### config.mk
export PLATFORM = sky130hd
export DESIGN_NAME = mc_core
export DESIGN_NICKNAME = d
export VERILOG_FILES = /design/src/rtl/mc_pkg.sv /design/src/rtl/mc_decode.sv /design/src/rtl/mc_regfile.sv /design/src/rtl/mc_exec.sv /design/src/rtl/mc_core.sv
export SDC_FILE = /design/constraint.sdc
export NUM_CORES = 2
export LEC_CHECK = 0
export ABC_AREA = 1
export BUFFER_PORTS_ARGS = -buffer_cell sky130_fd_sc_hd__buf_4
export CORE_MARGIN = 2
export CORE_UTILIZATION = 39
export DETAILED_ROUTE_END_ITERATION = 6
export GPL_ROUTABILITY_DRIVEN = 0
export HOLD_SLACK_MARGIN = 0.03
export SLEW_MARGIN = 15
export SYNTH_ARGS = -nofsm -noshare
export SYNTH_HDL_FRONTEND = slang
export SYNTH_HIERARCHICAL = 1
export SYNTH_SLANG_ARGS = --single-unit
### constraint.sdc
create_clock -name clk -period 7.5 [get_ports clk]
set_input_delay 0.375 -clock clk [delete_from_list [all_inputs] [get_ports clk]]
set_output_delay 0.375 -clock clk [all_outputs]
set_load 0.01 [all_outputs]
### src/rtl/mc_pkg.sv
package mc_pkg;
  localparam int XLEN   = 32;
  localparam int NREGS  = 32;
  localparam int RIDX_W = $clog2(NREGS);
  localparam int OPC_W  = 6;
  localparam int IMM_W  = 16;
  localparam int OFF_W  = 26;
  localparam logic [RIDX_W-1:0] LINK_REG = RIDX_W'(NREGS - 1);

  localparam logic [OPC_W-1:0] OPC_REGREG = 6'h00;
  localparam logic [OPC_W-1:0] OPC_JMP    = 6'h02;
  localparam logic [OPC_W-1:0] OPC_JMPL   = 6'h03;
  localparam logic [OPC_W-1:0] OPC_BRZ    = 6'h04;
  localparam logic [OPC_W-1:0] OPC_BRNZ   = 6'h05;
  localparam logic [OPC_W-1:0] OPC_ADDI   = 6'h08;
  localparam logic [OPC_W-1:0] OPC_SLTI   = 6'h0A;
  localparam logic [OPC_W-1:0] OPC_JREG   = 6'h12;
  localparam logic [OPC_W-1:0] OPC_JREGL  = 6'h13;
  localparam logic [OPC_W-1:0] OPC_LOAD   = 6'h23;
  localparam logic [OPC_W-1:0] OPC_STORE  = 6'h2B;
  localparam logic [OPC_W-1:0] OPC_STOP   = 6'h3F;
  localparam logic [5:0]       FN_ADD     = 6'h20;
  localparam logic [5:0]       FN_SLT     = 6'h2A;

  typedef enum logic [2:0] {
    ST_FETCH, ST_DECODE, ST_EXEC, ST_MEM, ST_WBACK, ST_HALT
  } step_e;

  typedef enum logic [2:0] {
    CL_NOP, CL_REGREG, CL_REGIMM, CL_LOAD, CL_STORE, CL_BRANCH, CL_JUMP, CL_STOP
  } iclass_e;

  typedef enum logic {AS_ADD, AS_SLT} alu_sel_e;

  typedef struct packed {
    iclass_e           cls;
    alu_sel_e          alu;
    logic [RIDX_W-1:0] rs1;
    logic [RIDX_W-1:0] rs2;
    logic [RIDX_W-1:0] rd;
    logic              wr;
    logic              link;
    logic              via_reg;
    logic              on_nonzero;
    logic [IMM_W-1:0]  imm;
    logic [OFF_W-1:0]  off;
  } dec_t;

  function automatic logic [XLEN-1:0] sext_imm(input logic [IMM_W-1:0] v);
    return {{(XLEN-IMM_W){v[IMM_W-1]}}, v};
  endfunction

  function automatic logic [XLEN-1:0] sext_off(input logic [OFF_W-1:0] v);
    return {{(XLEN-OFF_W){v[OFF_W-1]}}, v};
  endfunction

  function automatic logic [XLEN-1:0] alu_fn(input alu_sel_e sel,
                                             input logic [XLEN-1:0] x,
                                             input logic [XLEN-1:0] y);
    logic [XLEN-1:0] r;
    if (sel == AS_SLT) r = ($signed(x) < $signed(y)) ? XLEN'(1) : '0;
    else               r = x + y;
    return r;
  endfunction
endpackage

### src/rtl/mc_decode.sv
module mc_decode
  import mc_pkg::*;
(
  input  logic [XLEN-1:0] ir,
  output dec_t            dec
);
  // Big-endian numbering: field bits k..m sit at ir[XLEN-1-k : XLEN-1-m].
  logic [OPC_W-1:0] opc;
  logic [5:0]       fn;
  logic [RIDX_W-1:0] fld_s, fld_t, fld_d;

  assign opc   = ir[XLEN-1 -: OPC_W];
  assign fld_s = ir[XLEN-1-OPC_W -: RIDX_W];
  assign fld_t = ir[XLEN-1-OPC_W-RIDX_W -: RIDX_W];
  assign fld_d = ir[XLEN-1-OPC_W-2*RIDX_W -: RIDX_W];
  assign fn    = ir[5:0];

  always_comb begin
    dec            = '0;
    dec.rs1        = fld_s;
    dec.rs2        = fld_t;
    dec.imm        = ir[IMM_W-1:0];
    dec.off        = ir[OFF_W-1:0];
    dec.cls        = CL_NOP;
    dec.alu        = AS_ADD;
    dec.rd         = fld_t;
    unique case (opc)
      OPC_REGREG: begin
        dec.rd = fld_d;
        if (fn == FN_ADD)      begin dec.cls = CL_REGREG; dec.wr = 1'b1; end
        else if (fn == FN_SLT) begin dec.cls = CL_REGREG; dec.wr = 1'b1; dec.alu = AS_SLT; end
      end
      OPC_ADDI:  begin dec.cls = CL_REGIMM; dec.wr = 1'b1; end
      OPC_SLTI:  begin dec.cls = CL_REGIMM; dec.wr = 1'b1; dec.alu = AS_SLT; end
      OPC_LOAD:  begin dec.cls = CL_LOAD;   dec.wr = 1'b1; end
      OPC_STORE: dec.cls = CL_STORE;
      OPC_BRZ:   dec.cls = CL_BRANCH;
      OPC_BRNZ:  begin dec.cls = CL_BRANCH; dec.on_nonzero = 1'b1; end
      OPC_JMP:   dec.cls = CL_JUMP;
      OPC_JMPL:  begin dec.cls = CL_JUMP; dec.link = 1'b1; dec.rd = LINK_REG; end
      OPC_JREG:  begin dec.cls = CL_JUMP; dec.via_reg = 1'b1; end
      OPC_JREGL: begin dec.cls = CL_JUMP; dec.via_reg = 1'b1; dec.link = 1'b1; dec.rd = LINK_REG; end
      OPC_STOP:  dec.cls = CL_STOP;
      default:   dec.cls = CL_NOP;
    endcase
  end
endmodule

### src/rtl/mc_regfile.sv
module mc_regfile
  import mc_pkg::*;
#(
  parameter int DEPTH = NREGS,
  parameter int W     = XLEN,
  localparam int AW   = $clog2(DEPTH)
)(
  input  logic          clk,
  input  logic          rst_n,
  input  logic [AW-1:0] ra1,
  input  logic [AW-1:0] ra2,
  output logic [W-1:0]  rd1,
  output logic [W-1:0]  rd2,
  input  logic          we,
  input  logic [AW-1:0] wa,
  input  logic [W-1:0]  wd
);
  logic [W-1:0] cells [DEPTH];

  for (genvar g = 0; g < DEPTH; g++) begin : g_cell
    if (g == 0) begin : g_zero
      assign cells[g] = '0;
    end else begin : g_flop
      always_ff @(posedge clk or negedge rst_n) begin
        if (!rst_n)                        cells[g] <= '0;
        else if (we && wa == AW'(g))       cells[g] <= wd;
      end
    end
  end

  assign rd1 = cells[ra1];
  assign rd2 = cells[ra2];
endmodule

### src/rtl/mc_exec.sv
module mc_exec
  import mc_pkg::*;
(
  input  dec_t            dec,
  input  logic [XLEN-1:0] a,
  input  logic [XLEN-1:0] b,
  input  logic [XLEN-1:0] imm,
  input  logic [XLEN-1:0] npc,
  output logic [XLEN-1:0] result,
  output logic            cond
);
  always_comb begin
    result = '0;
    cond   = 1'b0;
    unique case (dec.cls)
      CL_LOAD, CL_STORE: result = a + imm;
      CL_REGREG:         result = alu_fn(dec.alu, a, b);
      CL_REGIMM:         result = alu_fn(dec.alu, a, imm);
      CL_BRANCH: begin
        result = npc + imm;
        cond   = dec.on_nonzero ? (a != '0) : (a == '0);
      end
      CL_JUMP: begin
        result = dec.via_reg ? a : npc + sext_off(dec.off);
        cond   = 1'b1;
      end
      default: ;
    endcase
  end
endmodule

### src/rtl/mc_core.sv
module mc_core
  import mc_pkg::*;
#(
  parameter logic [XLEN-1:0] RESET_PC = '0
)(
  input  logic            clk,
  input  logic            rst_n,
  output logic [XLEN-1:0] imem_addr,
  output logic            imem_fetch,
  input  logic [XLEN-1:0] imem_rdata,
  output logic [XLEN-1:0] dmem_addr,
  output logic [XLEN-1:0] dmem_wdata,
  output logic            dmem_we,
  output logic            dmem_re,
  input  logic [XLEN-1:0] dmem_rdata,
  output logic            halted
);
  localparam logic [XLEN-1:0] STEP = XLEN'(4);

  step_e           step_q;
  logic [XLEN-1:0] pc_q, npc_q, ir_q, a_q, b_q, imm_q, alu_q, lmd_q;
  logic            cond_q;

  dec_t            dec;
  logic [XLEN-1:0] rs1_val, rs2_val, ex_result;
  logic            ex_cond;

  // Named internal events
  logic              at_fetch, at_decode, at_exec, at_mem, at_wback;
  logic              wb_en;
  logic [RIDX_W-1:0] wb_addr;
  logic [XLEN-1:0]   wb_data;
  logic              link_wr;
  logic              ctl_done;

  assign at_fetch  = (step_q == ST_FETCH);
  assign at_decode = (step_q == ST_DECODE);
  assign at_exec   = (step_q == ST_EXEC);
  assign at_mem    = (step_q == ST_MEM);
  assign at_wback  = (step_q == ST_WBACK);

  mc_decode u_dec (.ir(ir_q), .dec(dec));

  mc_regfile #(.DEPTH(NREGS), .W(XLEN)) u_rf (
    .clk (clk),
    .rst_n(rst_n),
    .ra1 (dec.rs1),
    .ra2 (dec.rs2),
    .rd1 (rs1_val),
    .rd2 (rs2_val),
    .we  (wb_en),
    .wa  (wb_addr),
    .wd  (wb_data)
  );

  mc_exec u_ex (
    .dec   (dec),
    .a     (a_q),
    .b     (b_q),
    .imm   (imm_q),
    .npc   (npc_q),
    .result(ex_result),
    .cond  (ex_cond)
  );

  assign ctl_done = at_mem && (dec.cls == CL_BRANCH || dec.cls == CL_JUMP);
  assign link_wr  = ctl_done && dec.link;
  assign wb_en    = link_wr || (at_wback && dec.wr);
  assign wb_addr  = link_wr ? LINK_REG : dec.rd;
  assign wb_data  = link_wr ? npc_q : (dec.cls == CL_LOAD ? lmd_q : alu_q);

  assign imem_addr  = pc_q;
  assign imem_fetch = at_fetch;
  assign dmem_addr  = alu_q;
  assign dmem_wdata = b_q;
  assign dmem_we    = at_mem && dec.cls == CL_STORE;
  assign dmem_re    = at_mem && dec.cls == CL_LOAD;
  assign halted     = (step_q == ST_HALT);

  always_ff @(posedge clk or negedge rst_n) begin
    if (!rst_n) begin
      step_q <= ST_FETCH;
      pc_q   <= RESET_PC;
      npc_q  <= '0;
      ir_q   <= '0;
      a_q    <= '0;
      b_q    <= '0;
      imm_q  <= '0;
      alu_q  <= '0;
      lmd_q  <= '0;
      cond_q <= 1'b0;
    end else begin
      unique case (step_q)
        ST_FETCH: begin
          ir_q   <= imem_rdata;
          npc_q  <= pc_q + STEP;
          step_q <= ST_DECODE;
        end
        ST_DECODE: begin
          a_q    <= rs1_val;
          b_q    <= rs2_val;
          imm_q  <= sext_imm(dec.imm);
          step_q <= (dec.cls == CL_STOP) ? ST_HALT : ST_EXEC;
        end
        ST_EXEC: begin
          alu_q  <= ex_result;
          cond_q <= ex_cond;
          unique case (dec.cls)
            CL_LOAD, CL_STORE, CL_BRANCH, CL_JUMP: step_q <= ST_MEM;
            default:                               step_q <= ST_WBACK;
          endcase
        end
        ST_MEM: begin
          if (dec.cls == CL_LOAD) lmd_q <= dmem_rdata;
          if (ctl_done) begin
            pc_q   <= cond_q ? alu_q : npc_q;
            step_q <= ST_FETCH;
          end else begin
            step_q <= ST_WBACK;
          end
        end
        ST_WBACK: begin
          pc_q   <= npc_q;
          step_q <= ST_FETCH;
        end
        default: step_q <= ST_HALT;
      endcase
    end
  end
endmodule

==> impl_metrics.py <==
metrics = {
    "placement": {
        "portBuffers": 165,
        "dp_hpwl_mm": 212,
        "place_ws_ns": 2.57,
    },
    "synthesis": {
        "yosys.area.top_type": "dfrtp_1",
        "synth_edf_count": 0,
        "syn_area_um2": 79600,
        "ys.flop_type": "dfrtp_1",
        "ys_types": 57,
        "synth_area_leaders": "dfrtp_1 (39%), nand2_1 (20%), nand3_1 (11%), o21ai_0 (7.1%), inv_1 (6.3%)",
        "syn_area_per_cell_um2": 6.63,
        "synthMuxAreaShare": 0.0115,
        "yosysWarnings": 6,
        "ys_ff_latch": 1236,
        "yosysSeqAreaShare": 0.388,
        "syn-num-nets": 12263,
        "synth_top_area_share": 0.388,
        "yosys.area_share.simple": 0.347,
        "synthArstFlopShare": 1.00,
        "yosys.area_share.adder": 0.0307,
        "synth_compound_area_frac": 0.110,
        "synth_top_family_by_area": "simple AND/OR/NAND/NOR gates",
        "synth-xor-area-share": 0.00286,
        "netlist_instances": 12004,
    },
    "sta": {
        "rsz0062_at_grt": "false",
        "fin_crit_ns": 5.45,
        "fmax_mhz": 184,
        "finalHoldWorstSlack_ns": 0.217,
        "fin_skew_ns": 0.0469,
        "worstMarginPinSlew_ns": 1.30,
        "slew_headroom": 0.136,
        "finalCritPeriodShare": 0.726,
        "hold_viol": 0,
        "tns_ns": 0,
        "setup_viol": 0,
        "fin_ws_ns": 2.05,
        "slew_violations": 0,
    },
    "setup_path": {
        "critical_path.startpoint_type": "flip-flop",
        "critPathKind": "flip-flop to flip-flop",
        "arrival_ns": 6.10,
        "cp.required_ns": 8.15,
        "slowest_delay_ns": 1.22,
        "crit_chain": "nor2_1 -> nand3_1 -> nor2_1 -> nand2_2 -> nand2_1 -> nor2_1 -> nor3b_2 -> nand3_2 -> buf_4 -> a21oi_1 -> clkinv_1 -> o21ai_0",
        "path_common_cell": "nor2_1",
        "crit_path_top_delay_cell": "clkinv_1",
        "path_max_fanout": 40,
        "critPathBufInv": 2,
        "cp-end-kind": "flip-flop",
        "crit_family": "simple AND/OR/NAND/NOR gates",
        "r2r_slack_ns": 2.05,
    },
    "clock_tree": {
        "cts_tree": "done",
        "cts_resized": 0,
        "post_cts.repair.setup_buffers": 0,
        "worstSkewPairLatency_ns": 0.82,
        "postCtsHoldBufs": 65,
        "ctsLongestPathBuffers": 3,
        "clk_pin_slew_worst_paths_ns": 0.06,
        "cts_htree_levels": 4,
        "cts_num_sinks": 1236,
        "cts_buffers": 145,
        "cts-root-buf": "clkbuf_16",
    },
    "floorplan": {
        "initial_core_util": 0.393,
        "ios": 166,
        "dieArea_um2": 208000,
        "fp.dieH_um": 456,
        "fp.dieW_um": 456,
        "row_count": 165,
        "core_um2": 203000,
    },
    "run": {
        "cap_violations": 0,
    },
    "outcome": {
        "status": "complete, but fails checks",
        "violations": "DRC",
    },
    "global_route": {
        "grtUsageTotal": 0.317,
        "antenna_found_initial": 18,
        "grt_remaining_overflow": 0,
        "grt_max_degree": 168,
        "grt_pass1_wl_mm": 501,
        "grt_pass1_vias": 76709,
    },
    "detailed_routing": {
        "drc": 8,
        "vias": 82674,
        "wl_mm": 340,
        "dr.pass1.iters": 7,
        "avgViaCountPerCell": 5.71,
        "postRouteAntennaNets": 0,
        "first_iter_violations": 11421,
        "wl_per_cell_um": 23.5,
    },
    "power": {
        "finalPower_mw": 37.7,
        "leakagePower_nw": 41.6,
        "powerDensity_nw_per_um2": 431,
        "ir_drop_uv": 371,
    },
    "min_path": {
        "min_path_type": "primary input to asynchronous set/reset pin",
    },
    "final_layout": {
        "num-nets-final": 11948,
        "syn_to_final_growth_pct": 9.85,
        "fillers": 20861,
        "drive_gt1_frac": 0.0633,
    },
}
[power breakdown]
| part | switching [mW] | total [mW] | internal (mW) |
|---|---|---|---|
| logic | 15.5 | 21.1 | 5.61 |
| registers | 1.79 | 9.18 | 7.39 |
| clock network | 3.07 | 7.39 | 4.31 |
[flip-flops by register name, indices dropped and copies added, names as in the netlist, 3 cells and up]
signal / flops
imem_addr: 32
u_rf/cells: 992
imm_q: 16
a_q: 32
ir_q: 32
lmd_q: 32
npc_q: 32
dmem_wdata: 32
step_q: 3
dmem_addr: 32
[logic make-up (layout without fill, tap and decap cells)]
logic type / count (synthesis) / count (layout)
adders and majority gates: 193 / 193
and+or+nand+nor: 6593 / 6593
DFF: 1236 / 1236
other: 0 / 10
muxes: 81 / 81
xor gates and xnor gates: 26 / 26
AOI/OAI and AO/OA: 1715 / 1715
buffers and inverters: 2160 / 1962
[Yosys cell counts (27+ instances only)]
cell / number
buf_2: 258
nand2_2: 40
o21a_1: 28
buf_4: 66
a21oi_1: 424
nand3_1: 1779
nand4_1: 53
clkbuf_1: 431
dfrtp_1: 1236
nor2_1: 405
o21ai_0: 1133
mux2_2: 81
nand2_1: 4194
nor2_2: 27
o21ai_1: 84
buf_1: 52
inv_1: 1331
ha_1: 189
[worst paths after layout]
| check | from | end | depth (start not counted) |
|---|---|---|---|
| worst max-delay path | ir_q[0] | u_rf/cells[125] | 12 |
| worst min-delay path | rst_n | ir_q[13] | 2 |
| worst max register to register | ir_q[0] | u_rf/cells[125] | 12 |
| worst min register to register | u_rf/cells[802] | u_rf/cells[802] | 2 |
| max in group asynchronous | rst_n | u_rf/cells[664] | 4 |
| min in group clk | imem_rdata[14] | ir_q[14] | 4 |
[cell type report]
cell class | count | area (um^2) | share of cell area
multi-input combinational | 8608 | 40100 | 0.459
clock inverter | 49 | 559 | 0.00639
inverter | 1348 | 5100 | 0.0583
antenna | 10 | 25.0 | 0.000286
clock buffer | 215 | 4360 | 0.0498
sequential | 1236 | 31000 | 0.354
tap | 2672 | 3340 | 0.0382
timing repair buffer | 350 | 3010 | 0.0344
[cells in the final DEF, fill, tap and decap left out, types with 7 or more instances in the layout]
cell type / count
nand2_1: 4187
nand3_1: 1773
inv_1: 1325
dfrtp_1: 1225
o21ai_0: 1133
a21oi_1: 424
nor2_1: 402
buf_4: 268
ha_1: 189
clkbuf_16: 150
o21ai_1: 84
mux2_2: 81
dlygate4sd3_1: 65
nand4_1: 53
nand2_2: 46
clkbuf_8: 36
clkbuf_1: 29
clkinv_2: 29
o21a_1: 28
nor2_2: 25
nor3_1: 23
xor2_1: 21
o21bai_1: 17
buf_12: 16
nor4_1: 11
nand3b_1: 11
diode_2: 10
inv_2: 10
nor2_4: 10
and2_1: 10
bufinv_16: 8
dfrtp_4: 8
nand3_4: 7
inv_6: 7
[metal layers]
layer,share of wire,track usage
met4,0.075,0.208
met1,0.38,0.407
met2,0.43,0.479
met5,0.00030,0
met3,0.11,0.0735
[metrics by stage]
stage                util  cells  instance area [um^2]
global placement    0.404  14149                 81900
detailed placement  0.404  14149                 81900
finish              0.432  14488                 87500
global route        0.432  14479                 87500
floorplan               -  12004                 79600
CTS                 0.432  14478                 87500
Power figures use the tool's default switching activity.
